<file path="config.mk">
export PLATFORM = sky130hd
export DESIGN_NAME = i2c_byte_master
export DESIGN_NICKNAME = d
export VERILOG_FILES = /design/src/rtl/i2cm_pkg.sv /design/src/rtl/i2cm_regs.sv /design/src/rtl/i2cm_engine.sv /design/src/rtl/i2c_byte_master.sv
export SDC_FILE = /design/constraint.sdc
export NUM_CORES = 1
export LEC_CHECK = 0
export BUFFER_PORTS_ARGS = -buffer_cell sky130_fd_sc_hd__buf_2
export CORE_MARGIN = 8
export CORE_UTILIZATION = 55
export CTS_CLUSTER_DIAMETER = 80
export DETAILED_ROUTE_END_ITERATION = 8
export GPL_TIMING_DRIVEN = 0
export PLACE_DENSITY = 0.81
export SYNTH_ARGS = -nofsm -noshare
export SYNTH_HDL_FRONTEND = slang
export SYNTH_SLANG_ARGS = --single-unit
</file>
<file path="constraint.sdc">
create_clock -name clk -period 3.4 [get_ports clk]
set_input_delay 0.17 -clock clk [delete_from_list [all_inputs] [get_ports clk]]
set_output_delay 0.17 -clock clk [all_outputs]
set_load 0.01 [all_outputs]
</file>
<file path="src/rtl/i2cm_pkg.sv">
package i2cm_pkg;

    typedef enum logic [3:0] {
        ST_IDLE,
        ST_START,
        ST_PARK,
        ST_BIT_LO,
        ST_BIT_HI,
        ST_ACK_LO,
        ST_ACK_HI,
        ST_WAIT8,
        ST_WAIT9,
        ST_RS_LO,
        ST_RS_HI,
        ST_STP_LO,
        ST_STP_HI
    } bstate_e;

    // register offsets decoded by software
    localparam logic [7:0] OFS_DATA = 8'h00;
    localparam logic [7:0] OFS_CTRL = 8'h08;
    localparam logic [7:0] OFS_TRIG = 8'h0C;
    localparam logic [7:0] OFS_STAT = 8'h10;

    // control bits
    localparam int CTL_EN   = 7;
    localparam int CTL_LATE = 1;
    localparam int CTL_ACK  = 0;

    // trigger bits
    localparam int TRG_REL = 2;
    localparam int TRG_STA = 1;
    localparam int TRG_STP = 0;

    // status bits
    localparam int STS_ACK  = 8;
    localparam int STS_BUSY = 6;
    localparam int STS_STOP = 4;

endpackage

</file>
<file path="src/rtl/i2cm_regs.sv">
module i2cm_regs
    import i2cm_pkg::*;
#(
    parameter int ADDR_W = 6,
    parameter int REG_W  = 16,
    parameter int BYTE_W = 8
) (
    input  logic              clk,
    input  logic              rst_n,
    input  logic              we,
    input  logic [ADDR_W-1:0] addr,
    input  logic [REG_W-1:0]  wdata,
    output logic [REG_W-1:0]  rdata,
    input  logic [BYTE_W-1:0] rx_byte,
    input  logic              st_ack,
    input  logic              st_busy,
    input  logic              st_stop,
    output logic              en,
    output logic              late_irq,
    output logic              ack_en,
    output logic              trig_rel,
    output logic              trig_start,
    output logic              trig_stop,
    output logic              data_wr,
    output logic [BYTE_W-1:0] data_byte
);

    localparam logic [ADDR_W-1:0] A_DATA = ADDR_W'(OFS_DATA);
    localparam logic [ADDR_W-1:0] A_CTRL = ADDR_W'(OFS_CTRL);
    localparam logic [ADDR_W-1:0] A_TRIG = ADDR_W'(OFS_TRIG);
    localparam logic [ADDR_W-1:0] A_STAT = ADDR_W'(OFS_STAT);

    logic trig_wr;
    logic unused_wdata;

    assign unused_wdata = ^wdata;

    always_ff @(posedge clk or negedge rst_n) begin
        if (!rst_n) begin
            en       <= 1'b0;
            late_irq <= 1'b0;
            ack_en   <= 1'b0;
        end else if (we && addr == A_CTRL) begin
            en       <= wdata[CTL_EN];
            late_irq <= wdata[CTL_LATE];
            ack_en   <= wdata[CTL_ACK];
        end
    end

    assign trig_wr    = we && (addr == A_TRIG) && en;
    assign trig_rel   = trig_wr && wdata[TRG_REL];
    assign trig_start = trig_wr && wdata[TRG_STA];
    assign trig_stop  = trig_wr && wdata[TRG_STP];
    assign data_wr    = we && (addr == A_DATA) && en;
    assign data_byte  = wdata[BYTE_W-1:0];

    always_comb begin
        rdata = '0;
        if (addr == A_DATA) begin
            rdata[BYTE_W-1:0] = rx_byte;
        end else if (addr == A_CTRL) begin
            rdata[CTL_EN]   = en;
            rdata[CTL_LATE] = late_irq;
            rdata[CTL_ACK]  = ack_en;
        end else if (addr == A_STAT) begin
            rdata[STS_ACK]  = st_ack;
            rdata[STS_BUSY] = st_busy;
            rdata[STS_STOP] = st_stop;
        end
    end

endmodule

</file>
<file path="src/rtl/i2cm_engine.sv">
module i2cm_engine
    import i2cm_pkg::*;
#(
    parameter int BYTE_W = 8
) (
    input  logic              clk,
    input  logic              rst_n,
    input  logic              en,
    input  logic              late_irq,
    input  logic              ack_en,
    input  logic              trig_rel,
    input  logic              trig_start,
    input  logic              trig_stop,
    input  logic              data_wr,
    input  logic [BYTE_W-1:0] data_in,
    input  logic              tick,
    input  logic              sda_in,
    output logic              scl_o,
    output logic              sda_o,
    output logic              irq,
    output logic [BYTE_W-1:0] shreg,
    output logic              ack_flag,
    output logic              busy,
    output logic              stop_flag
);

    localparam int CNT_W = (BYTE_W > 1) ? $clog2(BYTE_W) : 1;
    localparam logic [CNT_W-1:0] LAST = CNT_W'(BYTE_W - 1);

    bstate_e          state, nxt;
    logic [CNT_W-1:0] cnt;
    logic             rx_mode;
    logic             addr_byte;
    logic             go_stop, go_start, go_rel;
    logic             rxb, last_bit;

    assign go_stop  = trig_stop;
    assign go_start = trig_start && !trig_stop;
    assign go_rel   = trig_rel && !trig_start && !trig_stop;
    assign rxb      = rx_mode && !addr_byte;
    assign last_bit = (cnt == LAST);

    // next state
    always_comb begin
        nxt = state;
        if (!en) begin
            nxt = ST_IDLE;
        end else begin
            unique case (state)
                ST_IDLE:   if (go_start) nxt = ST_START;
                ST_START:  if (tick) nxt = ST_PARK;
                ST_PARK: begin
                    if (go_stop)       nxt = ST_STP_LO;
                    else if (go_start) nxt = ST_RS_LO;
                    else if (data_wr)  nxt = ST_BIT_LO;
                end
                ST_BIT_LO: if (tick) nxt = ST_BIT_HI;
                ST_BIT_HI: begin
                    if (tick) begin
                        if (!last_bit)               nxt = ST_BIT_LO;
                        else if (rxb && !late_irq)   nxt = ST_WAIT8;
                        else                         nxt = ST_ACK_LO;
                    end
                end
                ST_ACK_LO: if (tick) nxt = ST_ACK_HI;
                ST_ACK_HI: begin
                    if (tick) nxt = (rxb && !late_irq) ? ST_BIT_LO : ST_WAIT9;
                end
                ST_WAIT8:  if (go_rel) nxt = ST_ACK_LO;
                ST_WAIT9: begin
                    if (go_stop)                    nxt = ST_STP_LO;
                    else if (go_start)              nxt = ST_RS_LO;
                    else if (rxb && go_rel)         nxt = ST_BIT_LO;
                    else if (!rx_mode && data_wr)   nxt = ST_BIT_LO;
                end
                ST_RS_LO:  if (tick) nxt = ST_RS_HI;
                ST_RS_HI:  if (tick) nxt = ST_START;
                ST_STP_LO: if (tick) nxt = ST_STP_HI;
                ST_STP_HI: if (tick) nxt = ST_IDLE;
                default:   nxt = ST_IDLE;
            endcase
        end
    end

    // state register
    always_ff @(posedge clk or negedge rst_n) begin
        if (!rst_n) state <= ST_IDLE;
        else        state <= nxt;
    end

    // datapath and flags
    always_ff @(posedge clk or negedge rst_n) begin
        if (!rst_n) begin
            shreg     <= '0;
            cnt       <= '0;
            rx_mode   <= 1'b0;
            addr_byte <= 1'b0;
            busy      <= 1'b0;
            stop_flag <= 1'b0;
            ack_flag  <= 1'b0;
            irq       <= 1'b0;
        end else if (!en) begin
            cnt       <= '0;
            rx_mode   <= 1'b0;
            addr_byte <= 1'b0;
            busy      <= 1'b0;
            stop_flag <= 1'b0;
            ack_flag  <= 1'b0;
            irq       <= 1'b0;
        end else begin
            irq <= 1'b0;
            unique case (state)
                ST_IDLE: begin
                    if (go_start) begin
                        busy      <= 1'b1;
                        stop_flag <= 1'b0;
                    end
                end
                ST_PARK: begin
                    if (!go_stop && !go_start && data_wr) begin
                        shreg     <= data_in;
                        rx_mode   <= data_in[0];
                        addr_byte <= 1'b1;
                        cnt       <= '0;
                    end
                end
                ST_BIT_HI: begin
                    if (tick) begin
                        shreg <= {shreg[BYTE_W-2:0], sda_in};
                        if (last_bit) begin
                            cnt <= '0;
                            if (rxb && !late_irq) irq <= 1'b1;
                        end else begin
                            cnt <= cnt + 1'b1;
                        end
                    end
                end
                ST_ACK_HI: begin
                    if (tick) begin
                        if (!rxb) ack_flag <= !sda_in;
                        addr_byte <= 1'b0;
                        if (!(rxb && !late_irq)) irq <= 1'b1;
                    end
                end
                ST_WAIT9: begin
                    if (!go_stop && !go_start && !rx_mode && data_wr) begin
                        shreg <= data_in;
                    end
                end
                ST_STP_HI: begin
                    if (tick) begin
                        busy      <= 1'b0;
                        stop_flag <= 1'b1;
                    end
                end
                default: ;
            endcase
        end
    end

    // line outputs
    always_comb begin
        scl_o = 1'b1;
        sda_o = 1'b1;
        unique case (state)
            ST_IDLE:   begin scl_o = 1'b1; sda_o = 1'b1; end
            ST_START:  begin scl_o = 1'b1; sda_o = 1'b0; end
            ST_PARK:   begin scl_o = 1'b0; sda_o = 1'b0; end
            ST_BIT_LO: begin scl_o = 1'b0; sda_o = rxb ? 1'b1 : shreg[BYTE_W-1]; end
            ST_BIT_HI: begin scl_o = 1'b1; sda_o = rxb ? 1'b1 : shreg[BYTE_W-1]; end
            ST_ACK_LO: begin scl_o = 1'b0; sda_o = rxb ? !ack_en : 1'b1; end
            ST_ACK_HI: begin scl_o = 1'b1; sda_o = rxb ? !ack_en : 1'b1; end
            ST_WAIT8:  begin scl_o = 1'b0; sda_o = 1'b1; end
            ST_WAIT9:  begin scl_o = 1'b0; sda_o = 1'b1; end
            ST_RS_LO:  begin scl_o = 1'b0; sda_o = 1'b1; end
            ST_RS_HI:  begin scl_o = 1'b1; sda_o = 1'b1; end
            ST_STP_LO: begin scl_o = 1'b0; sda_o = 1'b0; end
            ST_STP_HI: begin scl_o = 1'b1; sda_o = 1'b0; end
            default:   begin scl_o = 1'b1; sda_o = 1'b1; end
        endcase
    end


    irq_pulse_chk: assert property (@(posedge clk) disable iff (!rst_n)
        irq |=> !irq);


    wait_hold_chk: assert property (@(posedge clk) disable iff (!rst_n)
        ((state == ST_WAIT8 || state == ST_WAIT9) && en && !trig_rel
         && !trig_start && !trig_stop && !data_wr) |=> ($stable(state) && !scl_o));


    start_busy_chk: assert property (@(posedge clk) disable iff (!rst_n)
        (state == ST_IDLE && en && trig_start) |=> (busy && scl_o && !sda_o));


    stop_flag_chk: assert property (@(posedge clk) disable iff (!rst_n)
        (state == ST_STP_HI && tick && en) |=> (stop_flag && !busy && sda_o && scl_o));


    shift_ignore_chk: assert property (@(posedge clk) disable iff (!rst_n)
        (state == ST_BIT_LO && en && !tick) |=> (state == ST_BIT_LO));


    disable_idle_chk: assert property (@(posedge clk) disable iff (!rst_n)
        !en |=> (state == ST_IDLE && !busy && !stop_flag && !ack_flag));

endmodule

</file>
<file path="src/rtl/i2c_byte_master.sv">
module i2c_byte_master
    import i2cm_pkg::*;
#(
    parameter int ADDR_W = 6,
    parameter int REG_W  = 16,
    parameter int BYTE_W = 8
) (
    input  logic              clk,
    input  logic              rst_n,
    input  logic              reg_we,
    input  logic [ADDR_W-1:0] reg_addr,
    input  logic [REG_W-1:0]  reg_wdata,
    output logic [REG_W-1:0]  reg_rdata,
    input  logic              phase_tick,
    input  logic              sda_in,
    output logic              scl_out,
    output logic              sda_out,
    output logic              irq
);

    logic              en, late_irq, ack_en;
    logic              trig_rel, trig_start, trig_stop, data_wr;
    logic [BYTE_W-1:0] data_byte, shreg;
    logic              ack_flag, busy, stop_flag;

    i2cm_regs #(
        .ADDR_W(ADDR_W),
        .REG_W (REG_W),
        .BYTE_W(BYTE_W)
    ) u_regs (
        .clk       (clk),
        .rst_n     (rst_n),
        .we        (reg_we),
        .addr      (reg_addr),
        .wdata     (reg_wdata),
        .rdata     (reg_rdata),
        .rx_byte   (shreg),
        .st_ack    (ack_flag),
        .st_busy   (busy),
        .st_stop   (stop_flag),
        .en        (en),
        .late_irq  (late_irq),
        .ack_en    (ack_en),
        .trig_rel  (trig_rel),
        .trig_start(trig_start),
        .trig_stop (trig_stop),
        .data_wr   (data_wr),
        .data_byte (data_byte)
    );

    i2cm_engine #(
        .BYTE_W(BYTE_W)
    ) u_engine (
        .clk       (clk),
        .rst_n     (rst_n),
        .en        (en),
        .late_irq  (late_irq),
        .ack_en    (ack_en),
        .trig_rel  (trig_rel),
        .trig_start(trig_start),
        .trig_stop (trig_stop),
        .data_wr   (data_wr),
        .data_in   (data_byte),
        .tick      (phase_tick),
        .sda_in    (sda_in),
        .scl_o     (scl_out),
        .sda_o     (sda_out),
        .irq       (irq),
        .shreg     (shreg),
        .ack_flag  (ack_flag),
        .busy      (busy),
        .stop_flag (stop_flag)
    );

endmodule

</file>
; Word level (Yosys, flattened, before mapping)
; Cells that the tools add are included.
[op_classes]
mux = 75
reduce_logical = 41
add_sub_neg = 1
eq_ne = 41
[ops]
columns = op, count
row1 = $mux 4, 21
row2 = $pmux 4 s13, 1
row3 = $mux 1, 34
row4 = $ne 3x3->1 const B, 9
row5 = $mux 8, 3
row6 = $pmux 8 s3, 1
row7 = $eq 4x4->1 const B, 5
row8 = $logic_and 1x1->1, 19
row9 = $eq 4x3->1 const B, 4
row10 = $reduce_and 13->1, 1
row11 = $eq 6x4->1 const B, 2
row12 = $mux 3, 4
row13 = $reduce_and 3->1, 4
row14 = $mux 2, 5
row15 = $ne 2x1->1 const B, 5
row16 = $ne 3x1->1 const B, 3
row17 = $ne 3x2->1 const B, 3
row18 = $eq 4x2->1 const B, 2
row19 = $logic_not 1->1, 8
row20 = $pmux 1 s2, 4
row21 = $reduce_or 7->1, 1
row22 = $eq 6x5->1 const B, 1
row23 = $logic_not 6->1, 1
row24 = $ne 2x2->1 const B, 3
row25 = 13 further kinds, 14
[word_totals]
out_inout_bits = 19
inputBits = 27
ff_bits = 24

; Depth between registers and ports, before layout
; Gate-level depths: netlist of the first run.
[depth]
depth_word = 13
mapped_depth = 8

; Cells and area by module
; A second synthesis of the first run with hierarchy kept.
[hier_totals]
cells_unflattened = 214
hier_area_um2 = 1919.3
[modules_own_cells]
columns = mod, cells_per_inst, area_per_inst_um2, n_inst, seq_area_each_um2
row1 = i2cm_engine, 162, 1507.7, 1, 525.5
row2 = i2cm_regs, 52, 411.6, 1, 75.1

; Least setup slack after synthesis of the first run
; OpenSTA, ideal clock, no wires.
[synth_timing]
path_type = reg-to-reg
from = register u_engine.state[2]
to = register u_engine.state[0]
path_slack_ns = 1.362
arrival_time_ns = 1.913
n_path_buf = 1
stages_incl_launch_ff = 8
t_required_ns = 3.275
setup_ns = 0.125
path_cell_list = dfrtp_1 buf_2 nor4b_2 nand2_1 o21a_1 o32a_1 o211ai_1 mux2_2
[synth_between]
elab_chain_cells = 3
[synth_rtl]
columns = item, line_no
row1 = start: declaration, i2cm_engine.sv:30  ; bstate_e state, nxt;
row2 = start signal: assignment, i2cm_engine.sv:88  ; else state <= nxt;
row3 = "$eq 4x4->1, or another cell as far along", i2cm_engine.sv:49  ; unique case (state)
row4 = "$ne 6x2->1 (no line), or another cell as far along", --
row5 = $reduce_and 13->1 (no line) / $mux 4 (equally long branches), --
; Several ways; a longest one is shown, not always the timed one.
; A chain may end at the register's enable or synchronous reset.

; Worst setup path in the final report of the first run
[layout_timing]
from = register u_engine.state[2]
to = register u_engine.state[1]
; The elaborated chain is that of the path after synthesis.

==> results_dict.tcl, run 1 <==
set metrics [dict create \
    critical_path_required_ns 3.63 \
    use_met2_pct 29.7 \
    period_share_pct 68.8 \
    async_flop_share_pct 100 \
    fin_util_pct 64.5 \
    die_h_um 73.4 \
    drive_gt1_share_pct 22.5 \
    seq_area_um2 601 \
    antenna_found_initial 0 \
    syn_inst 218 \
    setup_viol 0 \
    crit_slowest_cell "nor4b_2" \
    cts_root_buffer "clkbuf_4" \
    syn2layout_area_growth_pct 15.9 \
    arrival_ns 2.57 \
    cp-end-kind "flop" \
    grt_usage_pct 17.4 \
    cts_setup_buffers 0 \
    grt_overflow 0 \
    synth_edf_count 0 \
    grtUsageMet3_pct 2.05 \
    synth.area.top_cells "dfrtp_1 (33%), mux2i_1 (7.2%), a21oi_1 (6.1%)" \
    path_cells "buf_2, nor4b_2, nand2_1, o21a_1, o32a_1, o211ai_1, mux2_2" \
    cts_buffers 3 \
    yosysTopAreaCellShare_pct 33.1 \
    grt_max_degree 25 \
    netlist_top_cells_count "nor2_1 (29), dfrtp_1 (24), a21oi_1 (22)" \
    cts_buffer_depth 2 \
    routed_via_density 5.69 \
    hpwl_mm 3.65 \
    gp_congestion 0.991 \
    dr.pass1.iters 4 \
    path_class "flop to flop" \
    htreeDepth 1 \
    die_x_um 73.4 \
    initialDrtViolationCount 128 \
    die_area_mm2 0.00539 \
    cp.buffers_inverters 1 \
    synth_area_mm2 0.00181 \
    pre_cts_ws_ns 1.09 \
    start_util_pct 55.7 \
    cts_tree "yes" \
    antenna_cells 0 \
    worstHoldPathType "primary input to flop" \
    p_per_area_mw_per_mm2 715 \
    worstRegToRegCells 7 \
    worst_pin_slew_ns 0.833 \
    cts_sinks 24 \
    grt_setup_unrepaired "no" \
    multi_input_area_mm2 0.00111 \
    ys_seq_area_share_pct 33.1 \
    hold-worst-slack_ns 0.0761 \
    p_leak_uw 0.000936 \
    slew_headroom_pct 44.0 \
    critPathMaxStageDelay_ns 0.57 \
    clkSlewWorstSetupHoldPaths_ns 0.15 \
    synthDistinctLibCells 53 \
    skew_ns 0.0164 \
    clock_latency_ns 0.34 \
    rows 21 \
    syn_avg_cell_area_um2 8.32 \
    portBuffers 29 \
    cap_violations 0 \
    pin_count 46 \
    busiest_layer "met2" \
    max_freq_mhz 427 \
    yosysMostFrequentCell "nor2_1" \
    fillers 301 \
    drc_errors 0 \
    nets 288 \
    grt_pass1_vias 1570 \
    wire_per_inst_um 15.4 \
    yosys_register_bits 24 \
    yosysTopAreaCell "dfrtp_1" \
    whs_path_depth 3 \
    vias 1730 \
    crit_path_start_kind "flop" \
    wirelength_mm 4.68 \
    timing.final.ws_setup_ns 1.06 \
    finalPower_uw 1500 \
    synth-main-ff-cell "dfrtp_1" \
    core_mm2 0.00326 \
    grt_pass1_wl_mm 7.33 \
    tns_ns 0 \
    crit_cells 7 \
    yosysWarnings 0 \
    drtAntennaViolNets 0 \
    finalMaxSlewViolations 0 \
    crit_family "simple AND/OR/NAND/NOR gates" \
    finalHoldViolations 0 \
    ir_worst_vdd_v 0.000581 \
    worst-path-max-fanout 10 \
    fin_crit_ns 2.34 \
    use_met1_pct 22.2 \
    status "completed" \
]
[what timing repair did]
item,CTS,global route
resized for setup,0,0
setup endpoints to repair,0,0
endpoints found under the hold margin,24,0
hold buffers,1,0
[sequential cells by signal (all words and copies together), names as in the netlist]
register and flops:
u_regs.late_irq 1, u_regs.en 1, u_regs.ack_en 1, u_engine.addr_byte 1, u_engine.ack_flag 1, u_engine.cnt 3, u_engine.busy 1, u_engine.shreg 8
u_engine.stop_flag 1, u_engine.state 4, u_engine.rx_mode 1, u_engine.irq 1
[area by class of cell]
type	count	share of cell area, %
tap	46	2.74
timing repair buffer	30	7.38
multi-input combinational	176	52.7
buffer	20	5.36
clock buffer	3	1.07
sequential	24	28.6
inverter	4	0.714
clock inverter	1	1.43
[metrics by stage]
step	area, µm²	cells
floorplan	1840	224
global placement	2040	299
detailed placement	2040	299
CTS	2100	304
global route	2100	304
finish	2100	304
[path summary, 6_finish.rpt]
kind                               startpoint            endpoint  slack [ns]
setup / recovery            u_engine.state[2]   u_engine.state[1]        1.06
hold / removal                   reg_wdata[7]           u_regs.en        0.08
setup reg to reg            u_engine.state[2]   u_engine.state[1]        1.06
hold reg to reg            u_engine.addr_byte  u_engine.addr_byte        0.55
max in group asynchronous               rst_n  u_engine.addr_byte        2.71
min in group asynchronous               rst_n     u_regs.late_irq        0.32
[per-layer routing]
| layer | share of wire, % | wire (µm) | vias to the layer above |
|---|---|---|---|
| li1 | - | - | 843 |
| met2 | 46 | 2140 | 84 |
| met4 | 2.0 | 96 | 0 |
| met5 | 0 | 0 | - |
| met3 | 9.1 | 428 | 11 |
| met1 | 43 | 2010 | 792 |
[power breakdown]
group / switching [µW] / internal (µW) / total [µW]
logic: 492 / 357 / 849
registers: 65.8 / 372 / 438
clock network: 97.7 / 119 / 217
[layout by cell type, fill, tap and decap left out, types with 2 or more instances in the layout]
cell type / count
buf_2: 32
a21oi_1: 22
nand3_1: 6
a211oi_1: 3
and2_1: 4
o32a_1: 2
a221oi_1: 3
nand2_1: 21
inv_1: 4
o211ai_1: 2
o21ai_0: 7
or4_4: 2
mux2i_1: 13
nor2b_1: 6
nand2b_1: 5
ha_1: 2
buf_4: 7
or3_1: 3
clkbuf_1: 8
nor3_1: 4
nor2_1: 29
conb_1: 7
clkbuf_4: 3
dfrtp_1: 24
mux2_2: 6
and3_1: 3
[worst reg2reg max path, cell delays in order (launching register included)]
cell      delay [ns]
dfrtp_1         0.43
buf_2           0.19
nor4b_2         0.57
nand2_1         0.11
o21a_1          0.20
o32a_1          0.16
o211ai_1        0.20
mux2_2          0.39
[cells by family (layout without fill, tap and decap cells)]
group,after synthesis,count (layout),share of synthesized area (%)
AND/OR/NAND/NOR,94,94,27.2
AO/OA/AOI/OAI,52,52,19.2
flip-flops,24,24,33.1
buffers and inverters,24,58,7.03
multiplexers,19,19,10.9
adder cells (fa/ha/maj),2,2,1.38
XOR/XNOR,2,2,0.966
other,1,7,0.207
Power figures use the tool's default switching activity.
==> inputs of run 2 (changes only) <==
Settings changed: CORE_UTILIZATION 55 to 48, PLACE_DENSITY 0.81 to 0.75.
Clock period 3.4 ns to 2.1 ns, I/O delays scaled along.
==> run 2 against run 1 <==
Compared with the run above:
- combinational power up 92%
- flip-flop and latch count did not move
- register-to-register slack got worse by 1.0 ns
- critical path depth unchanged
- via count up 3.6%
- setup slack worse by 1.0 ns
- final area increased by 7.2%
- sequential share of layout area decreased by 1.8 points
- clock power up 95%
- critical path type unchanged
- sequential power increased by 70%
- routed wire length up 5.6%
==> results_dict.tcl, run 2 (same netlist as run 1, synthesis figures left out) <==
set metrics [dict create \
    cts_sinks 24 \
    gp_congestion 0.917 \
    skew_ns 0.00736 \
    critical_path_required_ns 2.27 \
    final_cell_mix "buf_2 (32), nor2_1 (28), a21oi_1 (22), dfrtp_1 (22), nand2_1 (21)" \
    largestRegisters "u_engine.shreg: 8 flops, u_engine.state: 4 flops, u_engine.cnt: 3 flops" \
    reg2reg_slack_ns 0.04 \
    setup_viol 0 \
    regMostFlops "u_engine.shreg" \
    nets 298 \
    ir_worst_vdd_v 0.000710 \
    cp-end-kind "flop" \
    rows 22 \
    path_cells "or3_1, a211o_1, o21a_1, o32a_1, o211ai_1, buf_4, mux2_2" \
    antenna_cells 0 \
    die_x_um 77.5 \
    portBuffers 29 \
    place_area_mm2 0.00204 \
    max_freq_mhz 486 \
    drc_errors 0 \
    die_h_um 77.5 \
    fin_util_pct 61.6 \
    grt_overflow 0 \
    arrival_ns 2.22 \
    fin_crit_ns 2.06 \
    initialDrtViolationCount 120 \
    cts_buffer_depth 2 \
    slew_headroom_pct 63.1 \
    syn2layout_area_growth_pct 24.2 \
    htreeDepth 1 \
    clock_latency_ns 0.28 \
    tns_ns 0 \
    finalHoldViolations 0 \
    vias 1793 \
    crit_slowest_cell "dfrtp_1" \
    final_common_cell "buf_2" \
    cts_tree "yes" \
    whs_path_depth 3 \
    crit_path_start_kind "flop" \
    critPathLaunch "u_engine.state[1]" \
    grt_max_degree 25 \
    cap_violations 0 \
    clkSlewWorstSetupHoldPaths_ns 0.10 \
    crit_family "compound AO/OA/AOI/OAI gates" \
    grt_usage_pct 16.0 \
    p_leak_uw 0.00102 \
    grt_pass1_vias 1701 \
    start_util_pct 49.6 \
    worstRegToRegCells 7 \
    antenna_found_initial 0 \
    cp.buffers_inverters 1 \
    status "completed" \
    worst_pin_slew_ns 0.550 \
    die_area_mm2 0.00600 \
    dr.pass1.iters 4 \
    worst-path-max-fanout 4 \
    worstHoldPathType "primary input to flop" \
    routed_via_density 5.67 \
    hold-worst-slack_ns 0.0454 \
    drtAntennaViolNets 0 \
    grt_setup_unrepaired "yes" \
    critPathMaxStageDelay_ns 0.41 \
    wirelength_mm 4.95 \
    grt_pass1_wl_mm 8.19 \
    r2r_start "u_engine.state[1]" \
    pin_count 46 \
    finalMaxSlewViolations 0 \
    cts_root_buffer "clkbuf_8" \
    hpwl_mm 3.50 \
    core_mm2 0.00366 \
    hp-start "reg_wdata[7]" \
    drive_gt1_share_pct 30.6 \
    period_share_pct 98.0 \
    crit_cells 7 \
    wire_per_inst_um 15.7 \
    largest_reg_flops 8 \
    path_class "flop to flop" \
    final_cell_area_mm2 0.00225 \
    p_per_area_mw_per_mm2 1240 \
    cts_buffers 3 \
    finalPower_uw 2800 \
]
run 2: worst reg2reg max path: cells and delay by family, from the launching register on:
kind	cells	cell delay (ns)
simple gates	1	0.38
flops	1	0.41
mux	1	0.33
buf+inv	1	0.17
compound gates	4	0.66
run 2: power breakdown:
group / total, µW / internal, µW / switching, µW / leakage, µW
registers: 745 / 606 / 139 / 0.000299
logic: 1630 / 767 / 860 / 0.000689
clock network: 424 / 255 / 169 / 0.0000357
total: 2800 / 1630 / 1170 / 0.00102
run 2: worst paths after layout:
path	endpoint
worst max-delay path	u_engine.state[3]
worst min-delay path	u_regs.en
worst max register to register	u_engine.state[3]
worst min register to register	u_engine.cnt[2]
max in group asynchronous	u_engine.state[3]
min in group asynchronous	u_regs.ack_en
run 2: through the flow:
step	worst slack (ns)	std cells
after floorplan	0.0622	224
after global placement	-0.232	301
after detailed placement	-0.203	301
after CTS	0.0216	310
after global routing	-0.0581	316
final	0.0413	316
run 2: per-layer routing:
layer	share of wire [%]	global-route usage, %
met1	43	20.7
met2	47	25.2
met3	8.8	3.80
met4	1.8	5.85
met5	0	0
run 2: cell type report:
cell class,instances,area [µm²]
Fill cell,322,1410
Multi-Input combinational cell,176,1140
Sequential cell,24,603
Timing Repair Buffer,42,249
Buffer,18,119
Tap cell,48,60.1
Clock buffer,3,41.3
Clock inverter,1,30.0
Inverter,4,15.0
run 2: timing repair:
action / 4_1_cts / 5_1_grt
hold endpoints to repair: 24 / 0
setup endpoints to repair: 19 / 13
setup buffers: 6 / 6
hold buffers: 1 / 0
pin swaps: 3 / 2
resized for setup: 7 / 12
